$ cat config.mk
export PLATFORM = sky130hd
export DESIGN_NAME = seg_xlate
export DESIGN_NICKNAME = d
export VERILOG_FILES = /design/src/rtl/seg_xlate_pkg.sv /design/src/rtl/seg_xlate_ctrl.sv /design/src/rtl/seg_xlate_dp.sv /design/src/rtl/seg_xlate.sv
export SDC_FILE = /design/constraint.sdc
export NUM_CORES = 1
export LEC_CHECK = 0
export BUFFER_PORTS_ARGS = -buffer_cell sky130_fd_sc_hd__buf_2
export CORE_MARGIN = 3
export CORE_UTILIZATION = 50
export DETAILED_ROUTE_END_ITERATION = 6
export HOLD_SLACK_MARGIN = 0.03
export PLACE_DENSITY = 0.74
export SLEW_MARGIN = 20
export SYNTH_ARGS = -nofsm -noshare
export SYNTH_HDL_FRONTEND = slang
export SYNTH_SLANG_ARGS = --single-unit
$ cat constraint.sdc
create_clock -name clk -period 8.1 [get_ports clk]
set_clock_uncertainty 0.15 [all_clocks]
set_input_delay 2.43 -clock clk [delete_from_list [all_inputs] [get_ports clk]]
set_output_delay 2.43 -clock clk [all_outputs]
set_load 0.05 [all_outputs]
$ cat src/rtl/seg_xlate_pkg.sv
package seg_xlate_pkg;

  typedef enum logic [2:0] {
    ST_IDLE,
    ST_REQ_LO,
    ST_WAIT_LO,
    ST_REQ_HI,
    ST_WAIT_HI,
    ST_FINISH
  } xlState_t;

  // strobes from control to datapath
  typedef struct packed {
    logic latchReq;   // capture descriptor address and offset
    logic captureLo;  // store first response word
    logic captureHi;  // store second response word
    logic selHiAddr;  // present second word address
  } dpCtrl_t;

endpackage

$ cat src/rtl/seg_xlate_ctrl.sv
module seg_xlate_ctrl
  import seg_xlate_pkg::*;
(
  input  logic    clk,
  input  logic    rstN,
  input  logic    startValid,
  input  logic    memRspValid,
  output logic    memReqValid,
  output logic    busy,
  output logic    done,
  output dpCtrl_t ctrl
);

  xlState_t state, nextState;

  always_ff @(posedge clk) begin
    if (!rstN) state <= ST_IDLE;
    else       state <= nextState;
  end

  always_comb begin
    nextState = state;
    unique case (state)
      ST_IDLE:    if (startValid) nextState = ST_REQ_LO;
      ST_REQ_LO:  nextState = ST_WAIT_LO;
      ST_WAIT_LO: if (memRspValid) nextState = ST_REQ_HI;
      ST_REQ_HI:  nextState = ST_WAIT_HI;
      ST_WAIT_HI: if (memRspValid) nextState = ST_FINISH;
      ST_FINISH:  nextState = ST_IDLE;
      default:    nextState = ST_IDLE;
    endcase
  end

  always_comb begin
    ctrl.latchReq  = (state == ST_IDLE) && startValid;
    ctrl.captureLo = (state == ST_WAIT_LO) && memRspValid;
    ctrl.captureHi = (state == ST_WAIT_HI) && memRspValid;
    ctrl.selHiAddr = (state == ST_REQ_HI);
  end

  assign memReqValid = (state == ST_REQ_LO) || (state == ST_REQ_HI);
  assign busy        = (state != ST_IDLE);
  assign done        = (state == ST_FINISH);

endmodule

$ cat src/rtl/seg_xlate_dp.sv
module seg_xlate_dp
  import seg_xlate_pkg::*;
#(
  parameter int ADDR_W   = 32,
  parameter int SEL_W    = 16,
  parameter int NUM_SEGS = 6,
  parameter int SEG_ID_W = 3,
  parameter int TI_BIT   = 2,
  parameter int DESC_SH  = 3
) (
  input  logic                clk,
  input  logic                rstN,
  input  logic                segWrEn,
  input  logic [SEG_ID_W-1:0] segWrSel,
  input  logic [SEL_W-1:0]    segWrData,
  input  logic [SEG_ID_W-1:0] segSel,
  input  logic [ADDR_W-1:0]   offset,
  input  logic [ADDR_W-1:0]   globalBase,
  input  logic [ADDR_W-1:0]   localBase,
  input  logic [ADDR_W-1:0]   memRspData,
  input  dpCtrl_t             ctrl,
  output logic [ADDR_W-1:0]   memReqAddr,
  output logic [ADDR_W-1:0]   linAddr
);

  localparam int WORD_BYTES = ADDR_W / 8;
  localparam logic [SEL_W-1:0] IDX_MASK = ~SEL_W'((1 << DESC_SH) - 1);

  logic [SEL_W-1:0]  segReg [NUM_SEGS];
  logic [SEL_W-1:0]  selNow;
  logic [ADDR_W-1:0] descAddr, offReg, loWord, hiWord, segBase;

  // selector registers, one per segment
  for (genvar g = 0; g < NUM_SEGS; g++) begin : gSeg
    always_ff @(posedge clk) begin
      if (!rstN)
        segReg[g] <= '0;
      else if (segWrEn && segWrSel == SEG_ID_W'(g))
        segReg[g] <= segWrData;
    end
  end

  // codes without a register read as a zero selector
  always_comb begin
    selNow = '0;
    for (int i = 0; i < NUM_SEGS; i++)
      if (segSel == SEG_ID_W'(i)) selNow = segReg[i];
  end

  always_ff @(posedge clk) begin
    if (!rstN) begin
      descAddr <= '0;
      offReg   <= '0;
      loWord   <= '0;
      hiWord   <= '0;
    end else begin
      if (ctrl.latchReq) begin
        // index times eight is the selector with its low bits cleared
        descAddr <= (selNow[TI_BIT] ? localBase : globalBase)
                    + ADDR_W'(selNow & IDX_MASK);
        offReg   <= offset;
      end
      if (ctrl.captureLo) loWord <= memRspData;
      if (ctrl.captureHi) hiWord <= memRspData;
    end
  end

  assign memReqAddr = ctrl.selHiAddr ? descAddr + ADDR_W'(WORD_BYTES) : descAddr;
  assign segBase    = {hiWord[31:24], hiWord[7:0], loWord[31:16]};
  assign linAddr    = segBase + offReg;

endmodule

$ cat src/rtl/seg_xlate.sv
module seg_xlate
  import seg_xlate_pkg::*;
#(
  parameter int ADDR_W   = 32,
  parameter int SEL_W    = 16,
  parameter int NUM_SEGS = 6
) (
  input  logic              clk,
  input  logic              rstN,
  input  logic              segWrEn,
  input  logic [2:0]        segWrSel,
  input  logic [SEL_W-1:0]  segWrData,
  input  logic              startValid,
  input  logic [2:0]        segSel,
  input  logic [ADDR_W-1:0] offset,
  input  logic [ADDR_W-1:0] globalBase,
  input  logic [ADDR_W-1:0] localBase,
  output logic              busy,
  output logic              done,
  output logic [ADDR_W-1:0] linAddr,
  output logic              memReqValid,
  output logic [ADDR_W-1:0] memReqAddr,
  input  logic              memRspValid,
  input  logic [ADDR_W-1:0] memRspData
);

  dpCtrl_t ctrl;

  seg_xlate_ctrl i_ctrl (
    .clk         (clk),
    .rstN        (rstN),
    .startValid  (startValid),
    .memRspValid (memRspValid),
    .memReqValid (memReqValid),
    .busy        (busy),
    .done        (done),
    .ctrl        (ctrl)
  );

  seg_xlate_dp #(
    .ADDR_W   (ADDR_W),
    .SEL_W    (SEL_W),
    .NUM_SEGS (NUM_SEGS),
    .SEG_ID_W (3)
  ) i_dp (
    .clk        (clk),
    .rstN       (rstN),
    .segWrEn    (segWrEn),
    .segWrSel   (segWrSel),
    .segWrData  (segWrData),
    .segSel     (segSel),
    .offset     (offset),
    .globalBase (globalBase),
    .localBase  (localBase),
    .memRspData (memRspData),
    .ctrl       (ctrl),
    .memReqAddr (memReqAddr),
    .linAddr    (linAddr)
  );

endmodule

==> impl_metrics.env, run 1 <==
export IMPL_drcViolationCount=0
export IMPL_regToRegStartpoint="i_dp.segReg[1][18]$_SDFFCE_PN0P_"
export IMPL_post_synth_instance_area_um2=10700
export IMPL_post_synth_top_area_cell="sky130_fd_sc_hd__edfxtp_1"
export IMPL_cts_buffers=17
export IMPL_clockBufferDepth=2
export IMPL_chip_width_um=152
export IMPL_totalWireLength_mm=29.1
export IMPL_synth_top_area_frac=0.237
export IMPL_multi_input_area_um2=5900
export IMPL_mean_instance_size_in_the_synthesized_netlist_um2=9.07
export IMPL_drive_above_1_share=0.219
export IMPL_vias_per_cell=5.58
export IMPL_synthDistinctLibCells=68
export IMPL_grt_setup_unrepaired="no"
export IMPL_post_synth_inst_count=1175
export IMPL_layout_area_overhead_pct=18.4
export IMPL_postSynthNetCount=1377
export IMPL_worstRegToRegCells=13
export IMPL_ant_nets=0
export IMPL_synthArstFlopShare=0
export IMPL_finalSetupViolCount=0
export IMPL_endpoint_kind="output pin"
export IMPL_grt_pass1_wl_mm=46.4
export IMPL_synth_edf_count=84
export IMPL_post_cts_setup_buffer_count=0
export IMPL_wire_per_inst_um=17.6
export IMPL_p_sw_mw=0.920
export IMPL_cts_resized=0
export IMPL_final_min_clock_period_ns=6.62
export IMPL_max_slew_margin=0.309
export IMPL_result_of_the_run="finished, final reports clean"
export IMPL_pin_count=222
export IMPL_power_per_cell_area_nw_per_um2=206
export IMPL_grt_antenna_before_repair=0
export IMPL_holdCritPathClass="flop to flop"
export IMPL_critPathLaunchType="flop"
export IMPL_critical_path_reg2reg_endpoint="i_dp.descAddr[23]$_SDFFE_PN0P_"
export IMPL_required_ns=5.52
export IMPL_leading_cell_types_by_total_area_after_synthesis="sky130_fd_sc_hd__edfxtp_1 24%, sky130_fd_sc_hd__dfxtp_1 19%, sky130_fd_sc_hd__nand2_1 7.5%, sky130_fd_sc_hd__and2_1 5.3%, sky130_fd_sc_hd__ha_1 5.3%"
export IMPL_drt_pass1_iter_count=5
export IMPL_n_fill_cell=1814
export IMPL_seq_area_frac_synth=0.422
export IMPL_power_switching_fraction=0.354
export IMPL_ys_warn_count=0
export IMPL_drt_first_iter_violations=541
export IMPL_worst_setup_path_endpoint="linAddr[30]"
export IMPL_dominantRegCellSynth="sky130_fd_sc_hd__dfxtp_1"
export IMPL_p_leak_nw=5.43
export IMPL_power_report_internal_total_mw=1.68
export IMPL_timing_fmax_ghz=0.151
export IMPL_timing_reg2reg_setup_slack_ns=3.77
export IMPL_critPathArrivalTime_ns=4.04
export IMPL_dp_hpwl_mm=21.0
export IMPL_share_seq_of_total_power=0.416
export IMPL_clk_latency_ns=0.45
export IMPL_clock_power_share=0.344
export IMPL_worstSetupStartpoint="i_dp.loWord[16]$_SDFFE_PN0P_"
export IMPL_dieArea_um2=23100
export IMPL_register_area_um2=4500
export IMPL_finalWeightedCongestion=0.948
export IMPL_crit_path_max_fanout=5
export IMPL_slew_violations=0
export IMPL_flip_flop_and_latch_count_after_synthesis=183
export IMPL_clock_sinks=183
export IMPL_cts_reportedPaths_clkPinSlew_ns=0.08
export IMPL_overflow_left_after_global_routing=0
export IMPL_hold_viol_final=0
export IMPL_die_h_um=152
export IMPL_tritoncts="done"
export IMPL_initial_utilization=0.519
export IMPL_irDropWorstVdd_uv=157
export IMPL_p_comb_frac=0.240
export IMPL_maximum_number_of_pins_on_one_net_before_global_route_repair=84
export IMPL_via_count=9203
export IMPL_synth_top_cells_by_count="214 x sky130_fd_sc_hd__nand2_1, 112 x sky130_fd_sc_hd__a21oi_1, 99 x sky130_fd_sc_hd__dfxtp_1"
export IMPL_post_route_utilization=0.614
export IMPL_leading_cell_type_by_number_of_instances_after_synthesis="sky130_fd_sc_hd__nand2_1"
export IMPL_area_of_the_placeable_core_um2=20600
export IMPL_clk_root_buffer_cell="sky130_fd_sc_hd__clkbuf_16"
export IMPL_globalRouteTotalUtil=0.246
export IMPL_path_class="flop to output pin"
export IMPL_number_of_global_route_vias_before_repair=8962
export IMPL_worst_pin_slew_ns=1.03
export IMPL_fin_tns_setup_ns=0
export IMPL_port_buffers=211
export IMPL_cts_hold_buffers=0
export IMPL_post_route_period_util=0.817
export IMPL_rows=52
export IMPL_drv_cap=0
export IMPL_htreeDepth=4
export IMPL_final_net_count=1565
[layer usage]
metal  vias to the layer above  share of wire  global-route usage
met5                         -              0                   0
met4                         0          0.020              0.0676
met3                        41          0.057              0.0461
met2                       280           0.50               0.436
met1                      4337           0.42               0.308
li1                       4545              -                   -
[final cells by class]
type	count	share of cell area
multi-input cells	915	0.467
inverters	22	0.00654
clock inverters	15	0.0171
flip-flops and latches	183	0.357
diodes	2	0.000397
clock buffers	17	0.0337
repair buffers	224	0.0914
well taps	270	0.0268
[state kept, by name, indices dropped and copies added, names as in the netlist]
name / count
i_dp.segReg: 84
i_dp.descAddr: 32
i_dp.offReg: 32
i_dp.hiWord: 16
i_dp.loWord: 16
i_ctrl.state: 3
[worst max-delay path, cell delays in order (launching register included)]
cell and delay (ns):
sky130_fd_sc_hd__dfxtp_1 0.34, sky130_fd_sc_hd__ha_1 0.21, sky130_fd_sc_hd__inv_1 0.07, sky130_fd_sc_hd__fa_1 0.41, sky130_fd_sc_hd__nor2b_1 0.15, sky130_fd_sc_hd__o31a_1 0.20
sky130_fd_sc_hd__o221ai_1 0.27, sky130_fd_sc_hd__a311oi_1 0.52, sky130_fd_sc_hd__o21ai_1 0.27, sky130_fd_sc_hd__a2111oi_0 0.58, sky130_fd_sc_hd__nor3_1 0.11, sky130_fd_sc_hd__a21boi_1 0.19
sky130_fd_sc_hd__buf_2 0.29
[metrics by stage]
step                      setup slack [ns]  instance area (um^2)  total power [mW]  hold slack (ns)  instances
final                                 1.48                 12600              2.60            0.310       1648
after global routing                  1.31                 12600              2.71            0.327       1646
after CTS                             1.52                 12600              2.62            0.314       1646
after detailed placement              1.41                 12000              1.72            0.302       1614
after global placement                1.48                 12000              1.71            0.296       1614
after floorplan                       1.52                 10700              1.54            0.290       1175
[kinds of logic after synthesis]
group                      synth area share
buffers and inverters                0.0285
DFF                                   0.422
adders and majority gates            0.0566
muxes                                0.0720
AOI/OAI and AO/OA                     0.148
xor gates and xnor gates             0.0583
and+or+nand+nor                       0.214
[placed cells by master, fill, tap and decap left out, drive strengths merged, types with 10 or more instances in the layout]
master    n
o21a     11
nor2     57
buf     224
inv      33
nor3     15
a21o     15
dfxtp    99
edfxtp   84
ha       45
a211oi   11
and2     91
mux2     19
o21ai    46
clkbuf   17
nand4    10
nand3    42
and3     13
xnor2    48
nand2   214
a21oi   112
mux2i    37
xor2     23
[how the worst min path moves through the flow]
stage,from,to,slack [ns],depth (start not counted)
5_1_grt,i_dp.offReg[24]$_SDFFE_PN0P_,i_dp.offReg[24]$_SDFFE_PN0P_,0.33,2
6_report,i_dp.offReg[30]$_SDFFE_PN0P_,i_dp.offReg[30]$_SDFFE_PN0P_,0.31,2
2_1_floorplan,i_dp.offReg[0]$_SDFFE_PN0P_,i_dp.offReg[0]$_SDFFE_PN0P_,0.29,2
3_3_place_gp,i_dp.offReg[20]$_SDFFE_PN0P_,i_dp.offReg[20]$_SDFFE_PN0P_,0.30,2
3_5_place_dp,i_dp.offReg[10]$_SDFFE_PN0P_,i_dp.offReg[10]$_SDFFE_PN0P_,0.30,2
4_1_cts,i_dp.offReg[12]$_SDFFE_PN0P_,i_dp.offReg[12]$_SDFFE_PN0P_,0.31,2
[power by group through the flow]
stage,Combinational (mW),Clock [mW],Sequential [mW]
2_1_floorplan,0.453,0,1.08
3_3_place_gp,0.613,0,1.10
3_5_place_dp,0.622,0,1.10
4_1_cts,0.625,0.911,1.08
5_1_grt,0.675,0.950,1.09
6_report,0.624,0.894,1.08
Note: power is estimated with default switching activity, not from simulation.
==> run 2: changes to the inputs <==
--- a/config.mk
+++ b/config.mk
@@ -10,7 +10,7 @@
 export CORE_UTILIZATION = 50
 export DETAILED_ROUTE_END_ITERATION = 6
 export HOLD_SLACK_MARGIN = 0.03
-export PLACE_DENSITY = 0.74
+export PLACE_DENSITY = 0.77
 export SLEW_MARGIN = 20
 export SYNTH_ARGS = -nofsm -noshare
 export SYNTH_HDL_FRONTEND = slang
==> constraint.sdc (replaced) <==
create_clock -name clk -period 5.5 [get_ports clk]
set_clock_uncertainty 0.15 [all_clocks]
set_input_delay 1.65 -clock clk [delete_from_list [all_inputs] [get_ports clk]]
set_output_delay 1.65 -clock clk [all_outputs]
set_load 0.05 [all_outputs]
==> run 2 against run 1 <==
Effect of this change: routed wire length is 0.99% lower; non-clock buffer count is 10 higher; highest routed layer is now met5; final cell count is 0.49% higher; the run now ends with DRC left; clock-buffer cell count stayed put; clock power is 40% higher; register-to-register slack worse by 2.2 ns; sequential share of layout area is 0.22 points lower.
==> impl_metrics.env, run 2 (same netlist as run 1, synthesis figures left out) <==
export IMPL_largest_reg_flops=84
export IMPL_crit_buf_inv=2
export IMPL_reg_top3="i_dp.segReg x84, i_dp.descAddr x32, i_dp.offReg x32"
export IMPL_htreeDepth=4
export IMPL_multi_input_area_um2=5930
export IMPL_placed_cells_incl_taps=1624
export IMPL_post_dp_cell_area_um2=12000
export IMPL_grt_antenna_before_repair=1
export IMPL_globalRouteTotalUtil=0.243
export IMPL_diodes=0
export IMPL_register_area_um2=4500
export IMPL_final_cell_mix="213 x sky130_fd_sc_hd__nand2_1, 210 x sky130_fd_sc_hd__buf_2, 110 x sky130_fd_sc_hd__a21oi_1"
export IMPL_postLayoutCellArea_um2=12700
export IMPL_pre_cts_ws_ns=0.104
export IMPL_required_ns=3.70
export IMPL_hold_viol_final=0
export IMPL_layout_area_overhead_pct=19.1
export IMPL_post_cts_setup_buffer_count=0
export IMPL_endpoint_kind="output pin"
export IMPL_wire_per_inst_um=17.4
export IMPL_clk_latency_ns=0.44
export IMPL_timing_fmax_ghz=0.189
export IMPL_cts_reportedPaths_clkPinSlew_ns=0.07
export IMPL_peak_per_stage_delay_on_the_critical_path_ns=0.48
export IMPL_chip_width_um=152
export IMPL_rows=52
export IMPL_post_route_period_util=0.964
export IMPL_layoutNonFillerInstCount=1656
export IMPL_fin_ws_ns=0.196
export IMPL_finalWeightedCongestion=0.955
export IMPL_violations="DRC"
export IMPL_cts_buffers=17
export IMPL_critPathLaunchType="flop"
export IMPL_drt_pass1_iter_count=7
export IMPL_grt_pass1_wl_mm=45.8
export IMPL_worst_path_dominant_cell_family="compound AO/OA/AOI/OAI gates"
export IMPL_fin_tns_setup_ns=0
export IMPL_crit_path_top_delay_cell="sky130_fd_sc_hd__a311oi_2"
export IMPL_number_of_global_route_vias_before_repair=8980
export IMPL_area_of_the_placeable_core_um2=20600
export IMPL_maximum_number_of_pins_on_one_net_before_global_route_repair=83
export IMPL_globalRouteMet1Util=0.299
export IMPL_hold_ws_ns=0.311
export IMPL_pin_count=222
export IMPL_ant_nets=0
export IMPL_clock_sinks=183
export IMPL_result_of_the_run="complete, but fails checks"
export IMPL_groute_layer_met2_usage=0.437
export IMPL_drv_cap=0
export IMPL_totalWireLength_mm=28.8
export IMPL_global_route_usage_met3=0.0424
export IMPL_p_leak_nw=5.47
export IMPL_drive_above_1_share=0.228
export IMPL_via_count=9357
export IMPL_final_net_count=1575
export IMPL_clockBufferDepth=2
export IMPL_drt_first_iter_violations=543
export IMPL_overflow_left_after_global_routing=0
export IMPL_n_fill_cell=1787
export IMPL_clk_root_buffer_cell="sky130_fd_sc_hd__clkbuf_16"
export IMPL_cts_hold_buffers=0
export IMPL_vias_per_cell=5.65
export IMPL_crit_path_max_fanout=5
export IMPL_timing_critical_path_cells="ha_1 -> inv_1 -> fa_1 -> nor2b_1 -> o31a_1 -> o221ai_1 -> a311oi_2 -> o21ai_2 -> a2111oi_4 -> o31ai_1 -> a21boi_1 -> buf_4"
export IMPL_grt_most_used_layer="met2"
export IMPL_leading_cell_type_in_the_layout_fill_and_taps_excluded="sky130_fd_sc_hd__nand2_1"
export IMPL_worst_pin_slew_ns=0.933
export IMPL_die_h_um=152
export IMPL_initial_utilization=0.519
export IMPL_irDropWorstVdd_uv=241
export IMPL_drcViolationCount=1
export IMPL_path_class="flop to output pin"
export IMPL_slew_violations=0
export IMPL_largest_register="i_dp.segReg"
export IMPL_dp_hpwl_mm=21.2
export IMPL_port_buffers=211
export IMPL_dieArea_um2=23100
export IMPL_max_slew_margin=0.376
export IMPL_final_min_clock_period_ns=5.30
export IMPL_power_per_cell_area_nw_per_um2=297
export IMPL_finalSetupViolCount=0
export IMPL_critPathArrivalTime_ns=3.50
export IMPL_holdCritPathClass="flop to flop"
export IMPL_tritoncts="done"
[run 2: worst min-delay path, cell delays in order (launching register included)]
cell and delay [ns]:
sky130_fd_sc_hd__dfxtp_1 0.32, sky130_fd_sc_hd__nand2_1 0.05, sky130_fd_sc_hd__a21oi_1 0.05
[run 2: metrics by stage]
step | power, mW | util
6_report | 3.77 | 0.618
5_1_grt | 3.95 | 0.618
4_1_cts | 3.78 | 0.616
3_5_place_dp | 2.54 | 0.586
3_3_place_gp | 2.52 | 0.586
2_1_floorplan | 2.27 | -
[run 2: worst paths after layout]
| kind | start | end | slack [ns] | cells after the start |
|---|---|---|---|---|
| setup / recovery | i_dp.offReg[0]$_SDFFE_PN0P_ | linAddr[30] | 0.20 | 12 |
| hold / removal | i_dp.loWord[19]$_SDFFE_PN0P_ | i_dp.loWord[19]$_SDFFE_PN0P_ | 0.31 | 2 |
| setup reg to reg | i_dp.segReg[1][2]$_SDFFCE_PN0P_ | i_dp.descAddr[13]$_SDFFE_PN0P_ | 1.53 | 13 |
| hold reg to reg | i_dp.loWord[19]$_SDFFE_PN0P_ | i_dp.loWord[19]$_SDFFE_PN0P_ | 0.31 | 2 |
[run 2: area by class of cell]
class	instances	share of cell area
Tap cell	270	0.0266
Timing Repair Buffer	234	0.0979
Clock inverter	15	0.0139
Sequential cell	183	0.355
Clock buffer	17	0.0335
Inverter	22	0.00650
Multi-Input combinational cell	915	0.467
[run 2: what timing repair did]
item,4_1_cts,5_1_grt
pin swaps,0,2
endpoints found under the setup margin,1,5
endpoints found under the hold margin,0,0
gates resized for setup,3,7
[run 2: layer usage]
metal | vias up | share of wire
li1 | 4566 | -
met1 | 4402 | 0.41
met2 | 341 | 0.51
met3 | 46 | 0.063
met4 | 2 | 0.020
met5 | - | 0.00031
[run 2: report_power, final]
group / switching, mW / total, mW / internal [mW] / leakage, nW
combinational: 0.615 / 0.928 / 0.313 / 3.55
sequential: 0.0680 / 1.59 / 1.52 / 1.62
clock: 0.627 / 1.25 / 0.622 / 0.296
==> run 3: changes to the inputs <==
--- a/config.mk
+++ b/config.mk
@@ -6,6 +6,7 @@
 export NUM_CORES = 1
 export LEC_CHECK = 0
 export BUFFER_PORTS_ARGS = -buffer_cell sky130_fd_sc_hd__buf_2
+export CORE_ASPECT_RATIO = 0.7
 export CORE_MARGIN = 3
 export CORE_UTILIZATION = 50
 export DETAILED_ROUTE_END_ITERATION = 6
==> run 3 against run 2 <==
Effect of this change: the run now ends clean; fmax fell by 0.48%; register-to-register slack got worse by 0.12 ns; clock-buffer cell count rose by 8; combinational power rose by 2%; global-route usage rose by 1.3 points; sequential share of layout area fell by 0.20 points; final cell count rose by 0.30%; critical path type unchanged; critical endpoint is now linAddr[31]; highest routed layer is now met4.
==> impl_metrics.env, run 3 (same netlist as run 1, synthesis figures left out) <==
export IMPL_result_of_the_run="finished, final reports clean"
export IMPL_rows=44
export IMPL_holdCritStartpoint="i_dp.loWord[25]$_SDFFE_PN0P_"
export IMPL_power_report_internal_total_mw=2.59
export IMPL_power_per_cell_area_nw_per_um2=298
export IMPL_tritoncts="done"
export IMPL_required_ns=3.70
export IMPL_hold_viol_final=0
export IMPL_routed_wl_met2_mm=13.1
export IMPL_register_area_um2=4500
export IMPL_drt_pass1_iter_count=6
export IMPL_ant_nets=0
export IMPL_wire_per_inst_um=18.2
export IMPL_htreeDepth=4
export IMPL_slew_violations=0
export IMPL_chip_width_um=181
export IMPL_p_leak_nw=5.49
export IMPL_drv_cap=0
export IMPL_leading_cell_type_in_the_layout_fill_and_taps_excluded="sky130_fd_sc_hd__nand2_1"
export IMPL_max_slew_margin=0.248
export IMPL_port_buffers=211
export IMPL_clk_latency_ns=0.42
export IMPL_worstSetupStartpoint="i_dp.loWord[24]$_SDFFE_PN0P_"
export IMPL_finalSetupViolCount=0
export IMPL_reg_top3="i_dp.segReg x84, i_dp.descAddr x32, i_dp.offReg x32"
export IMPL_layout_area_overhead_pct=19.8
export IMPL_post_dp_cell_area_um2=12100
export IMPL_path_class="flop to output pin"
export IMPL_fin_tns_setup_ns=0
export IMPL_grt_pass1_wl_mm=47.4
export IMPL_clock_power_share=0.334
export IMPL_timing_fmax_ghz=0.188
export IMPL_grt_setup_unrepaired="no"
export IMPL_met3RoutedLength_mm=2.36
export IMPL_share_seq_of_total_power=0.417
export IMPL_cts_reportedPaths_clkPinSlew_ns=0.07
export IMPL_final_min_clock_period_ns=5.33
export IMPL_final_net_count=1575
export IMPL_n_fill_cell=1806
export IMPL_multi_input_area_um2=5970
export IMPL_drt_first_iter_violations=716
export IMPL_area_of_the_placeable_core_um2=20800
export IMPL_clk_root_buffer_cell="sky130_fd_sc_hd__clkbuf_16"
export IMPL_route_top_layer_used="met4"
export IMPL_critPathArrivalTime_ns=3.53
export IMPL_power_switching_fraction=0.319
export IMPL_regToRegStartpoint="i_dp.segReg[0][18]$_SDFFCE_PN0P_"
export IMPL_largest_register="i_dp.segReg"
export IMPL_worst_pin_slew_ns=1.12
export IMPL_largest_reg_flops=84
export IMPL_postLayoutCellArea_um2=12800
export IMPL_maximum_number_of_pins_on_one_net_before_global_route_repair=83
export IMPL_irDropWorstVdd_uv=228
export IMPL_vias_per_cell=5.65
export IMPL_grt_antenna_before_repair=0
export IMPL_m1_wire_length_mm=14.3
export IMPL_critPathLaunchType="flop"
export IMPL_via_count=9380
export IMPL_p_comb_frac=0.249
export IMPL_pre_cts_ws_ns=0.0785
export IMPL_crit_path_max_fanout=5
export IMPL_cts_buffers=17
export IMPL_p_sw_mw=1.22
export IMPL_finalWeightedCongestion=0.913
export IMPL_post_route_period_util=0.969
export IMPL_final_cell_mix="213 x sky130_fd_sc_hd__nand2_1, 207 x sky130_fd_sc_hd__buf_2, 110 x sky130_fd_sc_hd__a21oi_1"
export IMPL_die_h_um=128
export IMPL_endpoint_kind="output pin"
export IMPL_totalWireLength_mm=30.2
export IMPL_fin_ws_ns=0.171
export IMPL_number_of_global_route_vias_before_repair=8842
export IMPL_holdCritPathClass="flop to flop"
export IMPL_dp_hpwl_mm=21.8
export IMPL_overflow_left_after_global_routing=0
export IMPL_drive_above_1_share=0.230
export IMPL_drcViolationCount=0
export IMPL_initial_utilization=0.512
export IMPL_pin_count=222
export IMPL_clockBufferDepth=2
export IMPL_dieArea_um2=23100
export IMPL_globalRouteTotalUtil=0.256
export IMPL_clock_sinks=183
export IMPL_diodes=0
-- run 3: changes by cell type in the layout (fill, tap and decap cells not counted), sizes merged --
| cell | previous run | this run |
|---|---|---|
| clkbuf | 17 | 28 |
| bufinv | 0 | 1 |
| inv | 32 | 25 |
| clkinv | 5 | 2 |
| buf | 234 | 231 |
-- run 3: layout make-up --
cell class                      count  area share
Timing Repair Buffer              234      0.0980
Tap cell                          276      0.0270
Inverter                           22     0.00646
Clock buffer                       25      0.0439
Clock inverter                      6     0.00451
Sequential cell                   183       0.353
Multi-Input combinational cell    915       0.468
-- run 3: critical path, stage by stage, from the launching register on --
cell and delay, ns:
sky130_fd_sc_hd__dfxtp_1 0.34, sky130_fd_sc_hd__ha_1 0.37, sky130_fd_sc_hd__and3_1 0.26, sky130_fd_sc_hd__o2111ai_1 0.17, sky130_fd_sc_hd__o211a_1 0.27, sky130_fd_sc_hd__o31ai_2 0.22
sky130_fd_sc_hd__buf_4 0.19, sky130_fd_sc_hd__o2111ai_1 0.20, sky130_fd_sc_hd__a211oi_2 0.31, sky130_fd_sc_hd__nor2_1 0.16, sky130_fd_sc_hd__a311oi_2 0.32, sky130_fd_sc_hd__clkbuf_4 0.29
-- run 3: power groups by stage --
stage | Combinational, mW | Clock, mW | Sequential (mW)
floorplan | 0.671 | 0 | 1.60
global placement | 0.918 | 0 | 1.61
detailed placement | 0.933 | 0 | 1.62
CTS | 0.941 | 1.28 | 1.59
global route | 1.03 | 1.34 | 1.60
finish | 0.948 | 1.27 | 1.59
-- run 3: per-layer routing --
| layer | track usage | vias up |
|---|---|---|
| met4 | 0.0532 | 0 |
| li1 | - | 4570 |
| met2 | 0.391 | 398 |
| met3 | 0.0454 | 24 |
| met5 | 0 | - |
| met1 | 0.382 | 4388 |
-- run 3: final timing paths --
path / cells past startpoint / to / slack [ns]
max reg2reg: 13 / i_dp.descAddr[13]$_SDFFE_PN0P_ / 1.41
min reg2reg: 2 / i_dp.loWord[25]$_SDFFE_PN0P_ / 0.31
max: 11 / linAddr[31] / 0.17
min: 2 / i_dp.loWord[25]$_SDFFE_PN0P_ / 0.31
-- run 3: per-stage QoR --
stage / util / power, mW / hold slack (ns) / instances
after global routing: 0.614 / 3.96 / 0.333 / 1661
after CTS: 0.611 / 3.81 / 0.313 / 1660
after global placement: 0.581 / 2.53 / 0.297 / 1629
after detailed placement: 0.581 / 2.55 / 0.302 / 1629
final: 0.614 / 3.81 / 0.311 / 1661
after floorplan: - / 2.27 / 0.290 / 1175
-- run 3: what timing repair did --
item	CTS	global route
buffers inserted	0	1
pin swaps	0	2
gates resized for setup	4	9
setup endpoints to repair	2	4
hold buffers	0	0
